$ cat src/rtl/vmalu_pkg.sv
// Shared definitions for the VM ALU execution unit.
// Assumes the 4-bit operation code is the upper nibble of the machine opcode.
package vmalu_pkg;

    localparam int unsigned WORD_W = 64;

    typedef enum logic [3:0] {
        OP_ADD  = 4'h0,
        OP_SUB  = 4'h1,
        OP_DIV  = 4'h3,
        OP_OR   = 4'h4,
        OP_AND  = 4'h5,
        OP_LSH  = 4'h6,
        OP_RSH  = 4'h7,
        OP_MOD  = 4'h9,
        OP_XOR  = 4'ha,
        OP_MOV  = 4'hb,
        OP_ARSH = 4'hc
    } alu_op_e;

    localparam logic [15:0] OFF_SIGNED = 16'd1;
    localparam logic [15:0] OFF_SX8    = 16'd8;
    localparam logic [15:0] OFF_SX16   = 16'd16;
    localparam logic [15:0] OFF_SX32   = 16'd32;

    // True for the two codes served by the iterative divider.
    function automatic logic is_divmod(input logic [3:0] op);
        return (op == OP_DIV) || (op == OP_MOD);
    endfunction

endpackage

$ cat src/rtl/vmalu_opsel.sv
// Operand selection: picks register or immediate as the second operand and
// trims both operands to the active class.
// Assumes the immediate is half the data width.
module vmalu_opsel #(
    parameter int unsigned W = 64
) (
    input  logic           wide,
    input  logic           use_imm,
    input  logic [W-1:0]   dst_in,
    input  logic [W-1:0]   src_in,
    input  logic [W/2-1:0] imm_in,
    output logic [W-1:0]   a_out,
    output logic [W-1:0]   b_out
);
    localparam int unsigned HW = W / 2;

    logic [W-1:0] imm_ext;
    logic [W-1:0] b_raw;

    // Widen the immediate: sign fill for the wide class, zero fill otherwise.
    always_comb begin
        imm_ext = wide ? {{HW{imm_in[HW-1]}}, imm_in} : {{HW{1'b0}}, imm_in};
    end

    // Choose the operand source.
    always_comb begin
        b_raw = use_imm ? imm_ext : src_in;
    end

    // Trim both operands to the class width.
    always_comb begin
        a_out = wide ? dst_in : {{HW{1'b0}}, dst_in[HW-1:0]};
        b_out = wide ? b_raw  : {{HW{1'b0}}, b_raw[HW-1:0]};
    end
endmodule

$ cat src/rtl/vmalu_exec.sv
// Single-cycle datapath: add, subtract, logic, shifts, move and
// sign-extending move. Purely combinational.
// Assumes the operands are already trimmed to the class (upper half zero
// when wide is low).
module vmalu_exec #(
    parameter int unsigned W = 64
) (
    input  logic [3:0]   op,
    input  logic         wide,
    input  logic [15:0]  offset,
    input  logic [W-1:0] a,
    input  logic [W-1:0] b,
    output logic [W-1:0] res
);
    import vmalu_pkg::*;

    localparam int unsigned HW   = W / 2;
    localparam int unsigned SH_W = $clog2(W);
    localparam int unsigned N_SX = 3;

    logic [SH_W-1:0] sh;
    logic [W-1:0]    shl_v, shr_v, sar_v;
    logic [HW-1:0]   a_lo;
    logic [HW-1:0]   shl_lo, shr_lo, sar_lo;
    logic [W-1:0]    sx_v [N_SX];
    logic [W-1:0]    mov_v;
    logic [W-1:0]    raw;

    // Shift count masked by the class: all count bits when wide, one fewer when narrow.
    always_comb begin
        sh = b[SH_W-1:0] & (wide ? {SH_W{1'b1}} : {1'b0, {(SH_W-1){1'b1}}});
    end

    // Full-width shifts.
    always_comb begin
        shl_v = a << sh;
        shr_v = a >> sh;
        sar_v = W'($signed(a) >>> sh);
    end

    // Half-width shifts for the narrow class.
    always_comb begin
        a_lo   = a[HW-1:0];
        shl_lo = a_lo << sh;
        shr_lo = a_lo >> sh;
        sar_lo = HW'($signed(a_lo) >>> sh);
    end

    // One sign-extension path per source width: 8, 16, 32 bits.
    for (genvar g = 0; g < N_SX; g++) begin : g_sx
        localparam int unsigned SW = 8 << g;
        always_comb begin
            sx_v[g] = {{(W-SW){b[SW-1]}}, b[SW-1:0]};
        end
    end

    // Move variant picked by the offset field.
    always_comb begin
        case (offset)
            OFF_SX8:  mov_v = sx_v[0];
            OFF_SX16: mov_v = sx_v[1];
            OFF_SX32: mov_v = sx_v[2];
            default:  mov_v = b;
        endcase
    end

    // Operation select.
    always_comb begin
        case (op)
            OP_ADD:  raw = a + b;
            OP_SUB:  raw = a - b;
            OP_OR:   raw = a | b;
            OP_AND:  raw = a & b;
            OP_XOR:  raw = a ^ b;
            OP_LSH:  raw = wide ? shl_v : {{HW{1'b0}}, shl_lo};
            OP_RSH:  raw = wide ? shr_v : {{HW{1'b0}}, shr_lo};
            OP_ARSH: raw = wide ? sar_v : {{HW{1'b0}}, sar_lo};
            OP_MOV:  raw = mov_v;
            default: raw = a;
        endcase
    end

    // Clear the upper half in the narrow class.
    always_comb begin
        res = wide ? raw : {{HW{1'b0}}, raw[HW-1:0]};
    end
endmodule

$ cat src/rtl/vmalu_divider.sv
// Iterative restoring divider with signed fix-up, one quotient bit per cycle.
// The narrow class preloads the dividend into the upper half and runs half
// the steps. A zero divisor goes straight to the finish state.
// Assumes the operands are trimmed to the class; start is sampled only in IDLE.
module vmalu_divider #(
    parameter int unsigned W = 64
) (
    input  logic         clk,
    input  logic         rst_n,
    input  logic         start,
    input  logic         wide,
    input  logic         sgn,
    input  logic         want_rem,
    input  logic [W-1:0] a,
    input  logic [W-1:0] b,
    output logic         busy,
    output logic         fin,
    output logic [W-1:0] res
);
    localparam int unsigned HW = W / 2;
    localparam int unsigned CW = $clog2(W + 1);

    typedef enum logic [1:0] {ST_IDLE, ST_RUN, ST_FIN} dstate_e;

    dstate_e       state;
    logic [W-1:0]  q_r, rem_r, d_r, keep_r;
    logic [CW-1:0] cnt;
    logic          wide_r, neg_q_r, neg_r_r, rem_sel_r, dz_r;

    logic [W-1:0]  cls_mask, a_neg, b_neg, mag_a, mag_b;
    logic          neg_a, neg_b;
    logic [W:0]    rem_sh, rem_sub;
    logic          take;
    logic [W-1:0]  quo_v, rem_v, out_mask, pick;

    // Sign and magnitude of the operands at launch.
    always_comb begin
        cls_mask = wide ? {W{1'b1}} : {{HW{1'b0}}, {HW{1'b1}}};
        neg_a    = sgn && (wide ? a[W-1] : a[HW-1]);
        neg_b    = sgn && (wide ? b[W-1] : b[HW-1]);
        a_neg    = (~a + 1'b1) & cls_mask;
        b_neg    = (~b + 1'b1) & cls_mask;
        mag_a    = neg_a ? a_neg : a;
        mag_b    = neg_b ? b_neg : b;
    end

    // One restoring step: trial subtract, keep it when it does not borrow.
    always_comb begin
        rem_sh  = {rem_r, q_r[W-1]};
        rem_sub = rem_sh - {1'b0, d_r};
        take    = !rem_sub[W];
    end

    // Sequencing and datapath registers.
    always_ff @(posedge clk) begin
        if (!rst_n) begin
            state     <= ST_IDLE;
            q_r       <= '0;
            rem_r     <= '0;
            d_r       <= '0;
            keep_r    <= '0;
            cnt       <= '0;
            wide_r    <= 1'b0;
            neg_q_r   <= 1'b0;
            neg_r_r   <= 1'b0;
            rem_sel_r <= 1'b0;
            dz_r      <= 1'b0;
        end else begin
            case (state)
                ST_IDLE: begin
                    if (start) begin
                        q_r       <= wide ? mag_a : (mag_a << HW);
                        rem_r     <= '0;
                        d_r       <= mag_b;
                        keep_r    <= a;
                        cnt       <= wide ? CW'(W) : CW'(HW);
                        wide_r    <= wide;
                        neg_q_r   <= neg_a ^ neg_b;
                        neg_r_r   <= neg_a;
                        rem_sel_r <= want_rem;
                        dz_r      <= (b == '0);
                        state     <= (b == '0) ? ST_FIN : ST_RUN;
                    end
                end
                ST_RUN: begin
                    rem_r <= take ? rem_sub[W-1:0] : rem_sh[W-1:0];
                    q_r   <= {q_r[W-2:0], take};
                    cnt   <= cnt - 1'b1;
                    if (cnt == CW'(1)) begin
                        state <= ST_FIN;
                    end
                end
                default: begin
                    state <= ST_IDLE;
                end
            endcase
        end
    end

    // Sign fix-up and zero-divisor result in the finish state.
    always_comb begin
        quo_v    = neg_q_r ? (~q_r + 1'b1) : q_r;
        rem_v    = neg_r_r ? (~rem_r + 1'b1) : rem_r;
        out_mask = wide_r ? {W{1'b1}} : {{HW{1'b0}}, {HW{1'b1}}};
        if (dz_r) begin
            pick = rem_sel_r ? keep_r : '0;
        end else begin
            pick = rem_sel_r ? rem_v : quo_v;
        end
        res  = pick & out_mask;
        busy = (state != ST_IDLE);
        fin  = (state == ST_FIN);
    end

    // the step counter stays within the configured depth while running.
    p_cnt_range_r11: assert property (@(posedge clk) disable iff (!rst_n)
        (state == ST_RUN) |-> (cnt != '0 && cnt <= CW'(W)));

    // the finish state lasts exactly one cycle.
    p_fin_single_r11: assert property (@(posedge clk) disable iff (!rst_n)
        fin |=> (state == ST_IDLE));

    // a zero divisor skips the iterations.
    p_dz_skip_r9: assert property (@(posedge clk) disable iff (!rst_n)
        (state == ST_IDLE && start && b == '0) |=> fin);
endmodule

$ cat src/rtl/vmalu_top.sv
// VM ALU execution unit top: operand selection, single-cycle datapath and
// iterative divider, with a registered result and a one-cycle done pulse.
// Assumes start is a pulse. A start that arrives while busy is ignored.
module vmalu_top #(
    parameter int unsigned DATA_W = vmalu_pkg::WORD_W,
    parameter int unsigned IMM_W  = DATA_W / 2
) (
    input  logic              clk,
    input  logic              rst_n,
    input  logic              start,
    input  logic [3:0]        op_code,
    input  logic              wide,
    input  logic [15:0]       offset,
    input  logic              use_imm,
    input  logic [DATA_W-1:0] dst_val,
    input  logic [DATA_W-1:0] src_val,
    input  logic [IMM_W-1:0]  imm_val,
    output logic              busy,
    output logic              done,
    output logic [DATA_W-1:0] result
);
    import vmalu_pkg::*;

    localparam int unsigned HW = DATA_W / 2;

    logic [DATA_W-1:0] a_eff, b_eff, exec_res, div_res;
    logic              div_busy, div_fin, accept, is_dm, div_go;
    logic [DATA_W-1:0] result_q;
    logic              done_q, wide_q;

    vmalu_opsel #(.W(DATA_W)) u_opsel (
        .wide    (wide),
        .use_imm (use_imm),
        .dst_in  (dst_val),
        .src_in  (src_val),
        .imm_in  (imm_val),
        .a_out   (a_eff),
        .b_out   (b_eff)
    );

    vmalu_exec #(.W(DATA_W)) u_exec (
        .op     (op_code),
        .wide   (wide),
        .offset (offset),
        .a      (a_eff),
        .b      (b_eff),
        .res    (exec_res)
    );

    // Request acceptance and routing.
    always_comb begin
        accept = start && !div_busy;
        is_dm  = is_divmod(op_code);
        div_go = accept && is_dm;
    end

    vmalu_divider #(.W(DATA_W)) u_div (
        .clk      (clk),
        .rst_n    (rst_n),
        .start    (div_go),
        .wide     (wide),
        .sgn      (offset == OFF_SIGNED),
        .want_rem (op_code == OP_MOD),
        .a        (a_eff),
        .b        (b_eff),
        .busy     (div_busy),
        .fin      (div_fin),
        .res      (div_res)
    );

    // Result register and done pulse.
    always_ff @(posedge clk) begin
        if (!rst_n) begin
            result_q <= '0;
            done_q   <= 1'b0;
            wide_q   <= 1'b0;
        end else begin
            done_q <= 1'b0;
            if (accept) begin
                wide_q <= wide;
            end
            if (accept && !is_dm) begin
                result_q <= exec_res;
                done_q   <= 1'b1;
            end else if (div_fin) begin
                result_q <= div_res;
                done_q   <= 1'b1;
            end
        end
    end

    assign busy   = div_busy;
    assign done   = done_q;
    assign result = result_q;

    // done is a single-cycle pulse.
    p_done_pulse_r2: assert property (@(posedge clk) disable iff (!rst_n)
        done |=> !done);

    // a non-divide request completes on the next cycle.
    p_single_cycle_r2: assert property (@(posedge clk) disable iff (!rst_n)
        (accept && !is_dm) |=> done);

    // narrow-class results carry a clear upper half.
    p_upper_zero_r7: assert property (@(posedge clk) disable iff (!rst_n)
        (done && !wide_q) |-> (result[DATA_W-1:HW] == '0));

    // divide by zero completes two cycles after start.
    p_divzero_r9: assert property (@(posedge clk) disable iff (!rst_n)
        (div_go && b_eff == '0) |=> ##1 done);

    // no done while the divider is still iterating.
    p_no_early_done_r11: assert property (@(posedge clk) disable iff (!rst_n)
        (div_busy && !div_fin) |=> !done);
endmodule

$ cat config.mk
export PLATFORM = sky130hd
export DESIGN_NAME = vmalu_top
export DESIGN_NICKNAME = d
export VERILOG_FILES = /design/src/rtl/vmalu_pkg.sv /design/src/rtl/vmalu_opsel.sv /design/src/rtl/vmalu_exec.sv /design/src/rtl/vmalu_divider.sv /design/src/rtl/vmalu_top.sv
export SDC_FILE = /design/constraint.sdc
export NUM_CORES = 2
export LEC_CHECK = 0
export ABC_AREA = 1
export BUFFER_PORTS_ARGS = -buffer_cell sky130_fd_sc_hd__buf_2
export CELL_PAD_IN_SITES_DETAIL_PLACEMENT = 0
export CELL_PAD_IN_SITES_GLOBAL_PLACEMENT = 1
export CORE_MARGIN = 2
export CORE_UTILIZATION = 30
export CTS_CLUSTER_SIZE = 10
export DETAILED_ROUTE_END_ITERATION = 10
export GPL_ROUTABILITY_DRIVEN = 0
export PLACE_DENSITY_LB_ADDON = 0.1
export SLEW_MARGIN = 20
export SYNTH_ARGS = -nofsm -noshare
export SYNTH_HDL_FRONTEND = slang
export SYNTH_SLANG_ARGS = --single-unit
export TNS_END_PERCENT = 10
$ cat constraint.sdc
create_clock -name clk -period 4.4 [get_ports clk]
set_clock_uncertainty 0.05 [all_clocks]
set_input_delay 0.22 -clock clk [delete_from_list [all_inputs] [get_ports clk]]
set_output_delay 0.22 -clock clk [all_outputs]
set_load 0.02 [all_outputs]
Word-level counts from Yosys, hierarchy flattened
Cells that the tools add are included.

word-level totals
  latch bits = 0
  bits in read-only memories = 0
  memories kept = 0
  word-level logic and storage cells = 115
  flip-flop bits (word level) = 335
  input bits = 185
  bits in writable memories = 0
  output and inout bits = 66

cells by class
  equal/unequal tests = 19
  order comparisons = 0
  bitwise operators = 12
  multiplexer cells = 39
  reduce and logical (&&, ||, !) cells = 18
  add/subtract/negate cells = 8
  multiply operators = 0
  shift-type cells = 6
  divide/modulo/power cells = 0

operators with widths
  operator               number
  $mux 64                23
  $pmux 64 s9            1
  $add 64x1->64 const B  4
  $and 64x64->64         4
  $not 64->64            4
  $pmux 64 s2            2
  $pmux 64 s3            1
  $sub 65x64->65         1
  $add 64x64->64         1
  $logic_not 64->1       1
  $or 64x64->64          1
  $shl 64x6->64          1
  $shr 64x6->64          1
  $sshr 64x6->64         1
  $sub 64x64->64         1
  $xor 64x64->64         1
  $shl 32x6->32          1
  $shr 32x6->32          1
  $sshr 32x6->32         1
  $eq 16x1->1 const B    1
  $eq 16x4->1 const B    1
  $eq 16x5->1 const B    1
  $eq 16x6->1 const B    1
  $eq 4x3->1 const B     4
  24 further kinds       43

Depth between registers and ports, before layout
  depth in word-level cells = 9
  mapped depth = 33
  mapped depth without buffers = 32

Cells and area by module
Synthesis repeated with hierarchy kept, for this count alone.

unflattened totals
  cell total of the unflattened synthesis = 10630
  area total of the unflattened synthesis = 54994.0 sq um

by module, submodules not included
  module         times used  area an instance (sq um)  cells an instance
  vmalu_divider  1           27076.0                   4986
  vmalu_exec     1           22791.9                   4773
  vmalu_top      1           3703.6                    593
  vmalu_opsel    1           1422.6                    278

Worst setup path before layout
Ideal clock, no wire load.

  kind = input to register
  start = in use_imm
  end = reg result_q[63], in the netlist result[63]
  slack = 209 ps
  arrival time = 4071 ps
  setup time = 70 ps
  required time = 4280 ps
  stages on the path = 33
  buffers on the path = 4
  path through = buf_6 -> buf_6 -> nand2_1 -> nand2_2 -> inv_2 -> buf_2 -> buf_2 -> ha_1 -> nand2_1 -> nor2_1 -> nand2_1 -> inv_1 -> nand4_1 -> nor2_1 -> nand3_1 -> xor2_1 -> nand2_1 -> o21ai_0 -> ha_1 -> a21oi_1 -> nor2_1 -> nor2_1 -> a21boi_0 -> o21ai_0 -> nand2_1 -> nand2_1 -> a21oi_1 -> inv_1 -> nand2_1 -> nand3_1 -> nand2_1 -> nand2_1 -> a21oi_1

on the way
  longest elaborated chain between the ends = 8
  elaborated cells on any way between the ends = 18
  those cells by class = 2 x add/sub; 3 x shift; 9 x mux; 4 x bitwise

RTL lines
  element                                                                 RTL line           text
  start, declared                                                         vmalu_top.sv:14    input logic use_imm,
  $mux 64 *                                                               vmalu_opsel.sv:27  b_raw = use_imm ? imm_ext : src_in;
  $mux 64 *                                                               vmalu_opsel.sv:33  b_out = wide ? b_raw : {{HW{1'b0}}, b_raw[HW-1:0]};
  parallel branches: the longest is 3 deep, another holds $sub 64x64->64  n/a
  $pmux 64 s9 *                                                           vmalu_exec.sv:69   case (op)
  $mux 64 *                                                               vmalu_exec.sv:85   res = wide ? raw : {{HW{1'b0}}, raw[HW-1:0]};
  $mux 64 *                                                               vmalu_top.sv:82    if (accept && !is_dm) begin
  end signal, assigned                                                    vmalu_top.sv:83    result_q <= exec_res;
  end signal, assigned                                                    vmalu_top.sv:86    result_q <= div_res;
  end, declared                                                           vmalu_top.sv:28    logic [DATA_W-1:0] result_q;

Every way passes the cells marked *.
A chain may end at the register's enable or synchronous reset.

Worst setup path in the final report
  start = in use_imm
  end = reg result_q[49], in the netlist result[49]

Same word-level chain as after synthesis.

==> impl_metrics.py <==
metrics = {
    "status": {
        "outcome": "finished with violations",
        "violations": "negative setup slack",
    },
    "timing": {
        "timing.final.max_slew_violations": 0,
        "final_critical_path_setup_slack_ps": -0.686,
        "max_slew.worst_pin.slew_ps": 1260,
        "post-route-min-period_ps": 4400,
        "slew_headroom_pct": 15.0,
        "final-hold-violation-count": 0,
        "setup_viol_count_final": 1,
        "rsz_0062_raised_after_global_routing": "yes",
        "fmax_mhz": 227,
        "layout_worst_path_cycle_share_pct": 100,
    },
    "placement": {
        "hpwlAfterDp_mm": 311,
        "setup_slack_placement_ps": -1540,
        "dpl_cell_area_um2": 60100,
        "port_buffers": 250,
    },
    "clock_network": {
        "cts_tree": "built",
        "cts_max_path_buffers": 3,
        "clock_latency_ps": 700,
        "cts-htree-levels": 2,
        "worst_setup_hold_path_clk_slew_ps": 70,
        "clock-root-buffer": "clkbuf_16",
        "tritoncts.num_buffers": 48,
        "cts.sinks": 335,
    },
    "setup_path": {
        "crit_slowest_cell": "ha_1",
        "critPathTopFamily": "simple AND/OR/NAND/NOR gates",
        "critical_path.max_fanout": 15,
        "critical-path-max-stage-delay_ps": 420,
        "r2r_cells": 15,
        "cp_data_required_time_ps": 4860,
        "critical_path.reg2reg.startpoint": "u_div.rem_r[0]$_SDFFE_PN0P_",
        "r2r-end": "result[30]$_SDFFE_PN0P_",
        "cp_num_buf_inv": 11,
        "worst_setup_path_type": "in2reg",
        "arrival_ps": 4860,
        "timing.critical_path.to_type": "flop",
        "setup.reg_to_reg.worst_slack_ps": 310,
        "startpoint_type": "input port",
    },
    "floorplanning": {
        "die_h_um": 411,
        "initial_utilization_pct": 30.1,
        "core_um2": 165000,
        "placementRows": 149,
        "chipWidth_um": 411,
        "floorplan.die_area_um2": 169000,
        "num_io_pins": 251,
    },
    "global_routing": {
        "grt_pass1_wl_mm": 521,
        "grt_util_all_layers_pct": 43.5,
        "first_global_vias": 66700,
        "initial_antenna_violation_count": 50,
        "gr-total-overflow": 0,
        "largest_net_degree_at_the_start_of_global_routing": 106,
    },
    "logic_synthesis": {
        "synth.cells.most_frequent": "2903 x nand2_1, 951 x inv_1, 927 x nor2_1, 843 x nand3_1, 791 x a21oi_1",
        "mappedNetlistArea_um2": 49600,
        "synth-async-reset-ratio_pct": 0,
        "seq_area_frac_synth_pct": 13.5,
        "synth_ff_type": "dfxtp_1",
        "netlist.area_leader.share_pct": 22.0,
        "post_synth_inst_count": 9325,
        "synth_cell_types": 71,
        "synth.top_cells.by_area": "nand2_1 22%, dfxtp_1 14%, nand3_1 8.5%",
        "synth.most_common_cell": "nand2_1",
        "yosysTopAreaCell": "nand2_1",
        "number_of_flops_mapped_to_enable_cells_by_yosys": 0,
        "synth_fp_nets": 9775,
        "ys_ff_latch": 335,
        "syn-mean-instance-area_um2": 5.32,
        "synth.yosys.warnings": 0,
    },
    "finish": {
        "n_fill_cell": 18900,
        "nNetsFinal": 10700,
        "final_area_um2": 62700,
        "fraction_of_layout_cells_with_a_size_suffix_above_1_pct": 16.6,
        "fin_util_pct": 38.1,
        "layout_area_growth_over_synthesis_pct": 26.3,
    },
    "detailed_routing": {
        "drt_pre_antenna_iters": 9,
        "route.detailed.wl_per_inst_um": 30.8,
        "wl_mm": 384,
        "routed_via_density": 5.89,
        "dr_total_vias": 73500,
        "detail_route.drc_violations": 0,
        "first_iter_violations": 10700,
        "antenna_violating_nets_post_route": 0,
    },
    "min_path": {
        "min-delay-start": "dst_val[52]",
        "timing.hold.worst_path_depth": 5,
        "hold-path-endpoint": "result[52]$_SDFFE_PN0P_",
        "hp-class": "in2reg",
    },
    "power": {
        "power_density_nw_per_um2": 354,
        "leakage_nw": 31.4,
        "worst_ir_drop_vdd_mv": 1.14,
    },
    "run": {
        "maxCapViolations": 0,
    },
}
## layout make-up
| cell class | instances | area, um2 | area share (%) |
|---|---|---|---|
| tap | 2189 | 2740 | 4.37 |
| clock buffer | 63 | 1360 | 2.17 |
| timing repair buffer | 1317 | 9680 | 15.4 |
| sequential | 335 | 6710 | 10.7 |
| clock inverter | 19 | 221 | 0.353 |
| antenna | 25 | 62.6 | 0.0998 |
| inverter | 985 | 3730 | 5.95 |
| multi-input combinational | 7550 | 38200 | 60.9 |
## worst register-to-register path, stage by stage, from the launching register on
cell	delay [ps]
dfxtp_1	350
inv_1	250
ha_1	260
nand3_1	180
nor2_1	350
nand2_1	210
nor2_1	240
nand3_1	140
o21ai_0	460
o21ai_0	210
a21oi_1	150
o21ai_0	210
buf_4	240
a21oi_1	420
o21ai_0	160
a21oi_1	140
## cells in the final DEF, fill, tap and decap left out, types with 36 or more instances in the layout
cell / count
o21ai_1: 41
inv_1: 938
ha_1: 255
xnor2_1: 45
nor3_1: 108
o22ai_1: 36
nand4_1: 130
nor2_1: 861
xor2_1: 117
nand2_1: 2878
nand3_1: 825
o211ai_1: 119
buf_4: 1029
a21oi_1: 772
nor2_2: 55
buf_2: 247
clkbuf_16: 49
o21ai_0: 762
dfxtp_1: 332
a31oi_1: 61
## cell families after synthesis
group,Yosys count,share of synthesized area [%]
simple gates,5061,42.3
xor+xnor,170,3.00
buf+inv,1440,11.3
flops,335,13.5
fa+ha+maj,265,6.71
compound gates,2048,23.1
mux,6,0.124
## layer usage
layer | track usage (%) | up-vias | wire length (um)
li1 | - | 32700 | -
met1 | 53.9 | 34300 | 147000
met2 | 60.9 | 5092 | 150000
met3 | 14.8 | 1329 | 48800
met4 | 34.2 | 50 | 37400
met5 | 3.22 | - | 1100
## registers in the layout, indices dropped and copies added, names as in the netlist
| register | count |
|---|---|
| result | 64 |
| u_div.q_r | 64 |
| u_div.wide_r | 1 |
| u_div.neg_r_r | 1 |
| u_div.rem_sel_r | 1 |
| u_div.d_r | 64 |
| u_div.rem_r | 64 |
| done | 1 |
| u_div.keep_r | 64 |
| u_div.neg_q_r | 1 |
| u_div.dz_r | 1 |
| u_div.state | 2 |
| u_div.cnt | 7 |
## worst max-delay path by stage
stage	slack (ps)	to	startpoint	cells past startpoint
2_1_floorplan	210	result[63]$_SDFFE_PN0P_	use_imm	33
3_3_place_gp	-1550	result[29]$_SDFFE_PN0P_	use_imm	28
3_5_place_dp	-1540	result[29]$_SDFFE_PN0P_	use_imm	28
4_1_cts	-20	result[45]$_SDFFE_PN0P_	use_imm	31
5_1_grt	-70	result[49]$_SDFFE_PN0P_	use_imm	33
6_report	-0.7	result[49]$_SDFFE_PN0P_	use_imm	32
## metrics by stage
step | std cells | power [mW] | hold WS [ps] | TNS (ps)
floorplan | 9325 | 11.3 | 338 | 0
global placement | 12400 | 17.3 | 398 | -42800
detailed placement | 12400 | 17.3 | 403 | -43500
CTS | 12400 | 21.5 | 12.8 | -20.5
global route | 12500 | 23.2 | 89.4 | -462
finish | 12500 | 22.2 | 68.9 | -0.686
## what timing repair did
item,CTS,global route
gates resized for setup,60,161
pin swaps,4,30
setup endpoints to repair,36,51
setup buffers,1,9
hold endpoints to repair,6,0
hold buffers,6,0
## power breakdown
group | internal (mW) | leakage, nW | switching, mW
Clock | 2.35 | 0.772 | 1.80
Combinational | 4.34 | 27.9 | 10.2
Sequential | 3.20 | 2.72 | 0.291
Power figures use the tool's default switching activity.
